`config.mk`:
```
export PLATFORM = sky130hd
export DESIGN_NAME = br_flush_ctrl
export DESIGN_NICKNAME = d
export VERILOG_FILES = /design/src/rtl/br_ctrl_pkg.sv /design/src/rtl/br_cond_unit.sv /design/src/rtl/br_target_adder.sv /design/src/rtl/br_track_pipe.sv /design/src/rtl/br_flush_ctrl.sv
export SDC_FILE = /design/constraint.sdc
export NUM_CORES = 1
export LEC_CHECK = 0
export ABC_AREA = 0
export BUFFER_PORTS_ARGS = -buffer_cell sky130_fd_sc_hd__buf_4
export CORE_MARGIN = 1.5
export CORE_UTILIZATION = 55
export CTS_CLUSTER_DIAMETER = 80
export DETAILED_ROUTE_END_ITERATION = 10
export GPL_TIMING_DRIVEN = 0
export PLACE_DENSITY = 0.8
export SLEW_MARGIN = 0
export SYNTH_ARGS = -nofsm -noshare
export SYNTH_HDL_FRONTEND = slang
export SYNTH_SLANG_ARGS = --single-unit
```
`constraint.sdc`:
```
create_clock -name clk_i -period 7.7 [get_ports clk_i]
set_input_delay 0.77 -clock clk_i [delete_from_list [all_inputs] [get_ports clk_i]]
set_output_delay 0.77 -clock clk_i [all_outputs]
set_load 0.005 [all_outputs]
```
`src/rtl/br_ctrl_pkg.sv`:
```
package br_ctrl_pkg;

  typedef enum logic [1:0] {
    MODE_STALL = 2'd0,
    MODE_PNT   = 2'd1,
    MODE_EARLY = 2'd2,
    MODE_RSVD  = 2'd3
  } mode_e;

  typedef enum logic [1:0] {
    BR_NONE = 2'd0,
    BR_EQZ  = 2'd1,
    BR_NEZ  = 2'd2,
    BR_RSVD = 2'd3
  } br_e;

  // reserved code folds into stall
  function automatic mode_e norm_mode(input logic [1:0] m);
    case (m)
      2'd1:    return MODE_PNT;
      2'd2:    return MODE_EARLY;
      default: return MODE_STALL;
    endcase
  endfunction

  function automatic logic is_branch(input logic [1:0] t);
    return (t == BR_EQZ) || (t == BR_NEZ);
  endfunction

endpackage

```
`src/rtl/br_cond_unit.sv`:
```
module br_cond_unit
  import br_ctrl_pkg::*;
#(
  parameter int XLEN = 32
) (
  input  logic [1:0]      typ_i,
  input  logic [XLEN-1:0] rs_i,
  output logic            taken_o
);
  logic is_zero;

  assign is_zero = (rs_i == '0);

  always_comb begin
    case (typ_i)
      BR_EQZ:  taken_o = is_zero;
      BR_NEZ:  taken_o = !is_zero;
      default: taken_o = 1'b0;
    endcase
  end
endmodule

```
`src/rtl/br_target_adder.sv`:
```
module br_target_adder #(
  parameter int XLEN  = 32,
  parameter int IMM_W = 16
) (
  input  logic [XLEN-1:0]  pc_i,
  input  logic [IMM_W-1:0] imm_i,
  output logic [XLEN-1:0]  target_o
);
  localparam int EXT_W = XLEN - IMM_W - 2;

  logic [XLEN-1:0] seq_pc;
  logic [XLEN-1:0] offset;

  assign seq_pc   = pc_i + XLEN'(4);
  assign offset   = {{EXT_W{imm_i[IMM_W-1]}}, imm_i, 2'b00};
  assign target_o = seq_pc + offset;
endmodule

```
`src/rtl/br_track_pipe.sv`:
```
// Shadow copy of in-flight branches, stage j tracks pipeline register j+1.
module br_track_pipe #(
  parameter int XLEN  = 32,
  parameter int DEPTH = 2
) (
  input  logic             clk_i,
  input  logic             rst_ni,
  input  logic             load_i,
  input  logic [1:0]       typ_i,
  input  logic [XLEN-1:0]  rs_i,
  input  logic [XLEN-1:0]  tgt_i,
  input  logic [DEPTH-1:0] kill_i,
  output logic             any_valid_o,
  output logic             res_valid_o,
  output logic [1:0]       res_typ_o,
  output logic [XLEN-1:0]  res_rs_o,
  output logic [XLEN-1:0]  res_tgt_o
);
  logic [DEPTH-1:0] v_q;
  logic [1:0]       ty_q [DEPTH];
  logic [XLEN-1:0]  rs_q [DEPTH];
  logic [XLEN-1:0]  tg_q [DEPTH];

  for (genvar j = 0; j < DEPTH; j++) begin : g_stage
    if (j == 0) begin : g_head
      always_ff @(posedge clk_i or negedge rst_ni) begin
        if (!rst_ni) begin
          v_q[j]  <= 1'b0;
          ty_q[j] <= '0;
          rs_q[j] <= '0;
          tg_q[j] <= '0;
        end else begin
          v_q[j]  <= load_i && !kill_i[j];
          ty_q[j] <= typ_i;
          rs_q[j] <= rs_i;
          tg_q[j] <= tgt_i;
        end
      end
    end else begin : g_body
      always_ff @(posedge clk_i or negedge rst_ni) begin
        if (!rst_ni) begin
          v_q[j]  <= 1'b0;
          ty_q[j] <= '0;
          rs_q[j] <= '0;
          tg_q[j] <= '0;
        end else begin
          v_q[j]  <= v_q[j-1] && !kill_i[j];
          ty_q[j] <= ty_q[j-1];
          rs_q[j] <= rs_q[j-1];
          tg_q[j] <= tg_q[j-1];
        end
      end
    end

    // a squashed slot never carries a live branch
    p_kill_clears_r11: assert property (@(posedge clk_i) disable iff (!rst_ni)
      kill_i[j] |=> !v_q[j]);
  end

  assign any_valid_o = |v_q;
  assign res_valid_o = v_q[DEPTH-1];
  assign res_typ_o   = ty_q[DEPTH-1];
  assign res_rs_o    = rs_q[DEPTH-1];
  assign res_tgt_o   = tg_q[DEPTH-1];
endmodule

```
`src/rtl/br_flush_ctrl.sv`:
```
module br_flush_ctrl
  import br_ctrl_pkg::*;
#(
  parameter int XLEN      = 32,
  parameter int IMM_W     = 16,
  parameter int RES_DEPTH = 2
) (
  input  logic                 clk_i,
  input  logic                 rst_ni,
  input  logic [1:0]           mode_i,
  input  logic                 id_valid_i,
  input  logic [1:0]           id_br_type_i,
  input  logic [XLEN-1:0]      id_rs_val_i,
  input  logic [XLEN-1:0]      id_pc_i,
  input  logic [IMM_W-1:0]     id_imm_i,
  output logic                 pc_sel_o,
  output logic [XLEN-1:0]      target_pc_o,
  output logic                 pc_stall_o,
  output logic [RES_DEPTH:0]   flush_o
);
  localparam int FL_W = RES_DEPTH + 1;

  mode_e           mode_n;
  logic            late_mode;
  logic            id_br;
  logic            id_taken;
  logic [XLEN-1:0] id_tgt;
  logic            any_inflight;
  logic            res_valid;
  logic [1:0]      res_typ;
  logic [XLEN-1:0] res_rs;
  logic [XLEN-1:0] res_tgt;
  logic            res_cond;
  logic            res_taken;
  logic            busy;

  assign mode_n    = norm_mode(mode_i);
  assign late_mode = (mode_n != MODE_EARLY);
  assign id_br     = id_valid_i && is_branch(id_br_type_i);

  // decode-stage comparator and adder
  br_cond_unit #(.XLEN(XLEN)) i_id_cond (
    .typ_i   (id_br_type_i),
    .rs_i    (id_rs_val_i),
    .taken_o (id_taken)
  );

  br_target_adder #(.XLEN(XLEN), .IMM_W(IMM_W)) i_tgt_add (
    .pc_i     (id_pc_i),
    .imm_i    (id_imm_i),
    .target_o (id_tgt)
  );

  br_track_pipe #(.XLEN(XLEN), .DEPTH(RES_DEPTH)) i_track (
    .clk_i       (clk_i),
    .rst_ni      (rst_ni),
    .load_i      (id_br && late_mode),
    .typ_i       (id_br_type_i),
    .rs_i        (id_rs_val_i),
    .tgt_i       (id_tgt),
    .kill_i      (flush_o[RES_DEPTH:1]),
    .any_valid_o (any_inflight),
    .res_valid_o (res_valid),
    .res_typ_o   (res_typ),
    .res_rs_o    (res_rs),
    .res_tgt_o   (res_tgt)
  );

  // late resolution comparator
  br_cond_unit #(.XLEN(XLEN)) i_res_cond (
    .typ_i   (res_typ),
    .rs_i    (res_rs),
    .taken_o (res_cond)
  );

  assign res_taken = res_valid && res_cond;
  assign busy      = id_br || any_inflight;

  always_comb begin
    pc_sel_o    = 1'b0;
    pc_stall_o  = 1'b0;
    flush_o     = '0;
    target_pc_o = res_tgt;
    case (mode_n)
      MODE_EARLY: begin
        target_pc_o = id_tgt;
        if (id_br && id_taken) begin
          pc_sel_o   = 1'b1;
          flush_o[0] = 1'b1;
        end
      end
      MODE_PNT: begin
        if (res_taken) begin
          pc_sel_o = 1'b1;
          flush_o  = '1;
        end
      end
      default: begin
        if (busy) flush_o[0] = 1'b1;
        if (res_taken)  pc_sel_o   = 1'b1;
        else if (busy)  pc_stall_o = 1'b1;
      end
    endcase
  end

  // redirect and hold never coincide
  p_sel_no_hold_r4: assert property (@(posedge clk_i) disable iff (!rst_ni)
    pc_sel_o |-> !pc_stall_o);

  // early redirect squashes only the fetch slot
  p_early_one_bubble_r7: assert property (@(posedge clk_i) disable iff (!rst_ni)
    (mode_n == MODE_EARLY && pc_sel_o) |-> (flush_o == FL_W'(1)));

  // late taken redirect squashes every younger stage
  p_pnt_squash_all_r6: assert property (@(posedge clk_i) disable iff (!rst_ni)
    (mode_n == MODE_PNT && pc_sel_o) |-> (&flush_o));

  // speculative modes never hold fetch
  p_spec_no_hold_r5: assert property (@(posedge clk_i) disable iff (!rst_ni)
    (mode_n != MODE_STALL) |-> !pc_stall_o);

  // stall mode only bubbles fetch/decode
  p_stall_shallow_r3: assert property (@(posedge clk_i) disable iff (!rst_ni)
    (mode_n == MODE_STALL) |-> (flush_o[RES_DEPTH:1] == '0));

  // bubbling continues once the branch has left decode
  p_stall_keeps_bubbling_r3: assert property (@(posedge clk_i) disable iff (!rst_ni)
    (mode_n == MODE_STALL && id_br) |=> (mode_n != MODE_STALL || flush_o[0]));
endmodule

```
==> results.yml, run 1 <==
status:
  status: "complete, no violations"
routing:
  firstDrtPassIters: 4
  drc: 0
  drt_iter0_markers: 191
  wl_mm: 13.4
  ant_nets: 0
  vias: 4306
  wire_per_inst_microns: 17.0
  vias_per_cell: 5.48
clocking:
  path_clk_slew_ns: 0.06
  post_cts_buffers: 0
  cts_tree: "done"
  cts_resized: 0
  cts_num_sinks: 134
  htree_levels: 4
  holdBufCountCts: 0
  root_buffer: "clkbuf_8"
  worstSkewPairLatency_ns: 0.52
  cts_buffers: 17
  clock_path_buffers: 2
logic_synthesis:
  synth_seq_area_share_pct: 55.6
  syn-num-nets: 640
  ys_ff_latch: 134
  synth_cells: 491
  yosysUniqueCellTypes: 53
  synth-edff-count: 0
  synth_flop_cell: "dfrtp_1"
  synthArstFlopShare_pct: 100
  synth_warnings: 0
  syn-cell-area_sq_mm: 0.00603
  avgSynthCellArea_sq_um: 12.3
die:
  chipWidth_microns: 108
  core_area_sq_mm: 0.0107
  rows: 38
  design.die.area_sq_mm: 0.0116
  start_util_pct: 56.2
  ios: 124
  die-height_microns: 108
layout:
  syn2layout_area_growth_pct: 28.9
  fin_nets: 783
  drive_gt1_share_pct: 29.6
  antennaDiodeCount: 0
sta:
  finalSetupViolCount: 0
  final_hold_viol_count: 0
  post-route-period-util_pct: 58.2
  setup_tns_ns: 0
  finalCriticalPeriod_ns: 4.48
  slew_violations: 0
  max_freq_ghz: 0.223
  tightest_slew_ns: 0.707
  fin_skew_ns: 0.00421
  hold_slack_ns: 0.201
  rsz0062_at_grt: "false"
  max_slew_margin_pct: 52.9
pwr:
  vdd_drop_max_mv: 0.164
  power.leakage_uw: 0.00370
  power_density_mw_per_mm2: 270
placed_design:
  portBuffers: 123
  dp.final_hpwl_mm: 9.69
  place.gp.congestion: 0.912
grt:
  grt.overflow.total: 0
  grt_max_degree: 79
  antenna_found_initial: 0
  grtUsageTotal_pct: 25.2
  grt_pass1_wl_mm: 22.0
  first_global_vias: 4580
critical_path:
  crit_arrival_ns: 3.71
  startpoint_type: "primary input"
  endpoint_kind: "primary output"
  cp.required_ns: 6.93
  worstSetupPathType: "primary input to primary output"
  path_max_fanout: 10
  reg2reg_slack_ns: 5.54
run:
  drv_cap: 0
worst_hold_path:
  min_path_type: "primary input to async pin"
-- layer usage --
metal	up-vias	part of all wire (%)	global-route usage (%)
li1	2060	-	-
met1	2071	44	31.9
met4	0	2.5	11.2
met5	-	0	0
met3	32	5.7	6.42
met2	143	48	41.1
-- power by group --
part | leakage, uW | total [uW] | internal, uW | switching [uW]
clock network | 0.000297 | 839 | 529 | 309
registers | 0.00156 | 838 | 808 | 30.1
logic | 0.00184 | 423 | 213 | 210
-- critical path, cell delays in order --
cell      delay, ns
buf_4          0.11
ha_1           0.30
ha_1           0.31
clkbuf_1       0.23
a21oi_1        0.28
o221ai_1       0.18
a31oi_1        0.45
o211ai_1       0.25
a31oi_1        0.27
xnor2_1        0.13
mux2_2         0.29
buf_4          0.13
-- registers in the layout, indices dropped and copies added (netlist names) --
name                 flops
i_track.res_rs_o        32
i_track.v_q              1
i_track.rs_q            32
i_track.res_valid_o      1
i_track.tg_q            32
i_track.ty_q             2
i_track.res_tgt_o       32
i_track.res_typ_o        2
-- synthesized netlist by cell type (3+ instances only) --
master | number | area, sq um
nor2b_1 | 6 | 37.5
a21o_1 | 10 | 75.1
o21ai_0 | 18 | 90.1
nand4_1 | 10 | 62.6
ha_1 | 61 | 763
dfrtp_1 | 134 | 3350
nand2_1 | 24 | 90.1
inv_1 | 14 | 52.6
mux2_2 | 27 | 304
a31oi_1 | 4 | 25.0
o21a_1 | 8 | 60.1
xnor2_1 | 17 | 149
o211ai_1 | 3 | 22.5
clkbuf_1 | 6 | 22.5
nand3_1 | 6 | 30.0
nor2_1 | 33 | 124
o31ai_1 | 4 | 30.0
nor4_1 | 17 | 106
nor3_1 | 5 | 25.0
and3_1 | 3 | 18.8
xor2_1 | 9 | 78.8
o21bai_1 | 4 | 30.0
a21oi_1 | 31 | 155
-- cells by family after synthesis --
family,Yosys count,share of synthesized area (%)
compound gates,98,10.8
flops,134,55.6
buf+inv,27,1.91
mux,30,5.62
xor+xnor,26,3.77
simple gates,114,9.35
fa+ha+maj,62,13.0
-- worst paths after layout --
path / from / to / cells after the start
setup / recovery: id_pc_i[13] / target_pc_o[28] / 12
hold / removal: rst_ni / i_track.res_rs_o[6] / 1
setup reg to reg: i_track.res_rs_o[25] / i_track.v_q[0] / 6
hold reg to reg: i_track.tg_q[36] / i_track.res_tgt_o[4] / 0
max in group asynchronous: rst_ni / i_track.tg_q[56] / 2
min in group clk_i: i_track.tg_q[36] / i_track.res_tgt_o[4] / 0
-- area by class of cell --
class                           instances  area, sq um
Tap cell                              140          175
Clock buffer                           18          418
Timing Repair Buffer                  124          955
Buffer                                 12         58.8
Fill cell                             726         2970
Sequential cell                       134         3350
Inverter                               15         56.3
Multi-Input combinational cell        330         2570
Clock inverter                         13          194
-- through the flow --
stage          std cells  cell area (sq um)  utilization (%)  setup slack, ns  total power (uW)
2_1_floorplan        491               6030                -             3.89              1070
3_3_place_gp         754               7130             66.4             3.42              1250
3_5_place_dp         755               7160             66.7             3.36              1270
4_1_cts              786               7780             72.4             3.32              2110
5_1_grt              786               7780             72.4             3.08              2200
6_report             786               7780             72.4             3.22              2100
-- cell usage in the layout (no fill, tap or decap), types with 7 or more instances in the layout --
cell	n
a21o_1	10
nor4_1	17
buf_4	123
nand2_1	24
a21oi_1	31
o21ai_0	18
clkbuf_16	16
clkbuf_1	7
ha_1	61
xnor2_1	17
nand4_1	10
nor2_1	33
mux2_2	27
o21a_1	8
dfrtp_1	134
xor2_1	9
inv_1	14
No activity file was read; power rests on OpenSTA's default activity.
==> run 2: changes to the inputs <==
- clock period: 7.7 -> 4.3 ns (I/O delays scaled with it)
==> run 2 against run 1 <==
- count of clock-buffer cells in the layout unchanged
- global-route usage did not move
- cell count up 0.25%
- die area unchanged
- via count decreased by 0.28%
- critical path depth stayed put
- sequential power up 79%
- core utilization is 0.19 points higher
- critical endpoint unchanged
- largest cell class unchanged
- largest power group is now registers
- highest routed layer unchanged
==> results.yml, run 2 (synthesis gave the netlist of run 1 again) <==
layout:
  multi_input_area_sq_mm: 0.00257
  fillers: 724
  register_area_sq_mm: 0.00335
  fin_nets: 785
  drive_gt1_share_pct: 29.5
  final_common_cell: "dfrtp_1"
  final_cell_mix: "dfrtp_1 (134), buf_4 (123), ha_1 (61)"
  syn2layout_area_growth_pct: 29.2
  antennaDiodeCount: 0
  fin_cells: 788
sta:
  setup_slack_ns: 0.505
  max_freq_ghz: 0.264
  setup_tns_ns: 0
  max_slew_margin_pct: 52.5
  finalSetupViolCount: 0
  slew_violations: 0
  fin_skew_ns: 0.00423
  post-route-period-util_pct: 88.3
  tightest_slew_ns: 0.712
  finalCriticalPeriod_ns: 3.79
  rsz0062_at_grt: "false"
  final_hold_viol_count: 0
grt:
  grt_pass1_wl_mm: 22.0
  grtUsageTotal_pct: 25.2
  grt.overflow.total: 0
  grt_max_degree: 79
  first_global_vias: 4586
  antenna_found_initial: 0
clocking:
  worstSkewPairLatency_ns: 0.52
  post_cts_buffers: 0
  htree_levels: 4
  cts_buffers: 17
  cts_resized: 0
  holdBufCountCts: 2
  cts_num_sinks: 134
  root_buffer: "clkbuf_8"
  path_clk_slew_ns: 0.06
  clock_path_buffers: 2
  cts_tree: "done"
placed_design:
  dp.final_hpwl_mm: 9.69
  portBuffers: 123
  dp_slack_ns: 0.639
  place.gp.congestion: 0.912
  dp_cells: 755
die:
  design.die.area_sq_mm: 0.0116
  core_area_sq_mm: 0.0107
  chipWidth_microns: 108
  rows: 38
  ios: 124
  start_util_pct: 56.2
  die-height_microns: 108
critical_path:
  max_stage_delay_ns: 0.45
  cp.required_ns: 3.87
  startpoint_type: "primary input"
  path_max_fanout: 10
  endpoint_kind: "primary output"
  critPathBufInv: 3
  cp_top_family: "compound AO/OA/AOI/OAI gates"
  cpMaxStageDelayCell: "a31oi_1"
  worstSetupPathType: "primary input to primary output"
  path_cells: "buf_4 > ha_1 > ha_1 > clkbuf_1 > a21oi_1 > o221ai_1 > a31oi_1 > o211ai_1 > a31oi_1 > xnor2_1 > mux2_2 > buf_4"
  crit_arrival_ns: 3.36
pwr:
  power_density_mw_per_mm2: 482
  power.leakage_uw: 0.00371
  vdd_drop_max_mv: 0.293
routing:
  vias_per_cell: 5.45
  vias: 4294
  ant_nets: 0
  wire_per_inst_microns: 17.0
  wl_mm: 13.4
  drc: 0
  firstDrtPassIters: 4
  drt_iter0_markers: 207
worst_hold_path:
  min_path_type: "primary input to flip-flop"
status:
  status: "complete, no violations"
run:
  drv_cap: 0
==> run 2: final timing paths <==
kind	start	to	slack [ns]	cells after the start
worst min register to register	i_track.rs_q[39]	i_track.res_rs_o[7]	0.34	0
worst min-delay path	id_rs_val_i[23]	i_track.rs_q[55]	0.02	1
min in group asynchronous	rst_ni	i_track.res_rs_o[6]	0.44	2
max in group asynchronous	rst_ni	i_track.tg_q[56]	3.12	3
worst max-delay path	id_pc_i[13]	target_pc_o[28]	0.51	12
worst max register to register	i_track.res_rs_o[25]	i_track.v_q[0]	2.15	6
==> run 2: through the flow <==
| stage | instance area (sq um) | hold slack (ns) | utilization (%) | total power [uW] |
|---|---|---|---|---|
| after global placement | 7130 | 0.331 | 66.4 | 2240 |
| after floorplan | 6030 | 0.134 | - | 1920 |
| after global routing | 7800 | 0.000962 | 72.6 | 3940 |
| after detailed placement | 7160 | 0.335 | 66.7 | 2270 |
| after CTS | 7800 | 0.000276 | 72.6 | 3790 |
| final | 7800 | 0.0221 | 72.6 | 3760 |
==> run 2: cell type report <==
class | count | share of cell area (%)
repair buffers | 126 | 12.5
well taps | 140 | 2.25
plain buffers | 12 | 0.754
inverters | 15 | 0.722
clock buffers | 18 | 5.36
flip-flops and latches | 134 | 43.0
clock inverters | 13 | 2.49
multi-input cells | 330 | 32.9
==> run 2: power breakdown <==
part           switching (uW)  internal, uW  total (uW)
sequential               53.8          1450        1500
clock                     552           948        1500
combinational             377           382         759
total                     983          2780        3760
==> run 2: worst reg2reg max path: cells and delay by family (launching register included) <==
kind,cells,cell delay (ns)
AOI/OAI and AO/OA,1,0.23
DFF,1,0.37
and+or+nand+nor,5,1.41
==> run 2: per-layer routing <==
layer | part of all wire [%] | track usage [%] | wire, microns
met4 | 2.4 | 11.2 | 316
met3 | 5.2 | 6.42 | 701
met5 | 0 | 0 | 0
met1 | 44 | 31.9 | 5890
met2 | 48 | 41.1 | 6470
==> run 3: changes to the inputs <==
- PLACE_DENSITY: 0.8 -> 0.79
- SYNTH_HIERARCHICAL: not set -> 1
==> run 3 against run 2 <==
- design area grew 7.9%
- clock power shrank 4%
- count of clock-buffer cells in the layout is the same
- via count shrank 0.54%
- critical path type unchanged
- maximum frequency grew 2.2%
- critical endpoint is now target_pc_o[23]
- register-to-register slack gained 0.14 ns
- the run now ends with hold timing left
==> results.yml, run 3 <==
status:
  status: "finished with violations"
  violations: "hold timing"
critical_path:
  cp.required_ns: 3.87
  worstSetupPathType: "primary input to primary output"
  max_stage_delay_ns: 0.41
  path_max_fanout: 3
  startpoint_type: "primary input"
  crit_arrival_ns: 3.28
  endpoint_kind: "primary output"
  cpMaxStageDelayCell: "fa_1"
  path_cells: "buf_4 > ha_1 > ha_1 > fa_1 > a21oi_1 > o211ai_1 > a21oi_1 > a2111oi_2 > o21ai_0 > nand2b_1 > xor2_1 > mux2_4 > buf_4"
grt:
  grtUsageTotal_pct: 20.7
  grt_pass1_wl_mm: 20.5
  grt_max_degree: 72
  grt.overflow.total: 0
  antenna_found_initial: 0
  first_global_vias: 4426
logic_synthesis:
  synth.largest_area_cell: "dfrtp_1"
  synth-edff-count: 0
  synth_flop_cell: "dfrtp_1"
  avgSynthCellArea_sq_um: 12.4
  ys_ff_latch: 134
  yosysUniqueCellTypes: 53
  synth_seq_area_share_pct: 50.1
  synthXorXnorAreaFrac_pct: 3.80
  yosysMostFrequentCell: "dfrtp_1"
  synth_simple_gate_area_share_pct: 8.79
  synth_warnings: 6
  synth_cells: 538
  yosys-top-cells-area: "dfrtp_1 (50%), ha_1 (11%), buf_4 (7.7%)"
  synthArstFlopShare_pct: 100
  synth_common_cells: "dfrtp_1 (134), buf_4 (69), ha_1 (59)"
  synth_top_area_share_pct: 50.1
  synth_top_family_by_area: "adder cells"
  syn-cell-area_sq_mm: 0.00669
  synth_compound_area_share_pct: 8.19
  synth_fa_ha_area_share_pct: 11.3
  syn-num-nets: 685
  synthMuxAreaShare_pct: 7.20
die:
  start_util_pct: 55.9
  rows: 40
  design.die.area_sq_mm: 0.0128
  core_area_sq_mm: 0.0120
  ios: 124
  die-height_microns: 113
  chipWidth_microns: 113
routing:
  drc: 0
  vias: 4271
  ant_nets: 0
  firstDrtPassIters: 5
  drt_iter0_markers: 211
  vias_per_cell: 5.09
  wire_per_inst_microns: 14.6
  wl_mm: 12.3
clocking:
  cts_num_sinks: 134
  path_clk_slew_ns: 0.06
  worstSkewPairLatency_ns: 0.41
  cts_resized: 0
  holdBufCountCts: 0
  cts_tree: "done"
  post_cts_buffers: 0
  root_buffer: "clkbuf_16"
  clock_path_buffers: 2
  htree_levels: 4
  cts_buffers: 17
placed_design:
  dp_slack_ns: 0.585
  dp.final_hpwl_mm: 9.51
  portBuffers: 121
  place.gp.congestion: 0.826
  dpl-instance-area_sq_mm: 0.00781
layout:
  syn2layout_area_growth_pct: 25.8
  fin_nets: 826
  stdcell_area_sq_mm: 0.00842
  antennaDiodeCount: 0
  fin_util_pct: 70.4
  final_cell_mix: "buf_4 (189), dfrtp_1 (134), ha_1 (59)"
  final_common_cell: "buf_4"
  drive_gt1_share_pct: 40.3
worst_hold_path:
  min_path_type: "primary input to async pin"
sta:
  finalSetupViolCount: 0
  max_freq_ghz: 0.269
  fin_skew_ns: 0.00578
  max_slew_margin_pct: 62.0
  finalCriticalPeriod_ns: 3.71
  post-route-period-util_pct: 86.3
  setup_tns_ns: 0
  hold_slack_ns: -0.0109
  setup_slack_ns: 0.588
  rsz0062_at_grt: "false"
  final_hold_viol_count: 8
  tightest_slew_ns: 0.569
  slew_violations: 0
pwr:
  power_density_mw_per_mm2: 464
  vdd_drop_max_mv: 0.282
  power.leakage_uw: 0.00407
run:
  drv_cap: 0
==> run 3: area by class of cell <==
class,instances,area (sq um)
inverter,13,48.8
timing repair buffer,122,940
fill,851,3550
multi-input combinational,310,2630
clock inverter,14,174
tap,147,184
buffer,81,657
clock buffer,18,429
sequential,134,3350
==> run 3: final timing paths <==
check | slack, ns | end | start | depth (start not counted)
setup / recovery | 0.59 | target_pc_o[23] | id_pc_i[3] | 13
hold / removal | -0.01 | i_track/rs_q[41] | rst_ni | 1
setup reg to reg | 2.29 | i_track/v_q[0] | i_track/res_rs_o[11] | 6
hold reg to reg | 0.34 | i_track/res_rs_o[29] | i_track/rs_q[61] | 0
max in group asynchronous | 3.59 | i_track/tg_q[38] | rst_ni | 2
min in group clk_i | 0.13 | i_track/rs_q[38] | id_rs_val_i[6] | 1
==> run 3: layer usage <==
metal / routed length [microns] / global-route usage, % / vias to the layer above
li1: - / - / 2109
met1: 5330 / 25.3 / 2054
met2: 6390 / 36.8 / 97
met3: 439 / 4.61 / 11
met4: 118 / 6.00 / 0
met5: 0 / 0 / -
==> run 3: power by group <==
part           switching, uW  total [uW]  internal, uW  leakage [uW]
Clock                    525        1440           915      0.000283
Combinational            409         956           547       0.00223
Sequential              52.6        1510          1450       0.00156
==> run 3: kinds of logic (layout without fill, tap and decap cells) <==
| logic type | count (synthesis) | after routing |
|---|---|---|
| compound gates | 83 | 83 |
| xor+xnor | 29 | 29 |
| fa+ha+maj | 60 | 60 |
| buf+inv | 94 | 248 |
| flops | 134 | 134 |
| mux | 34 | 34 |
| simple gates | 104 | 104 |
==> run 3: through the flow <==
step	std cells	power [uW]	hold WS, ns
floorplan	538	2110	0.134
global placement	806	2440	0.331
detailed placement	807	2490	0.335
CTS	839	3940	0.00413
global route	839	4090	0.0224
finish	839	3900	-0.0109
==> run 3: worst max-delay path, delay by kind of cell <==
kind / cells / cell delay [ns]
xor+xnor: 1 / 0.16
fa+ha+maj: 3 / 0.95
mux: 1 / 0.26
buf+inv: 2 / 0.25
simple gates: 1 / 0.09
compound gates: 5 / 1.12
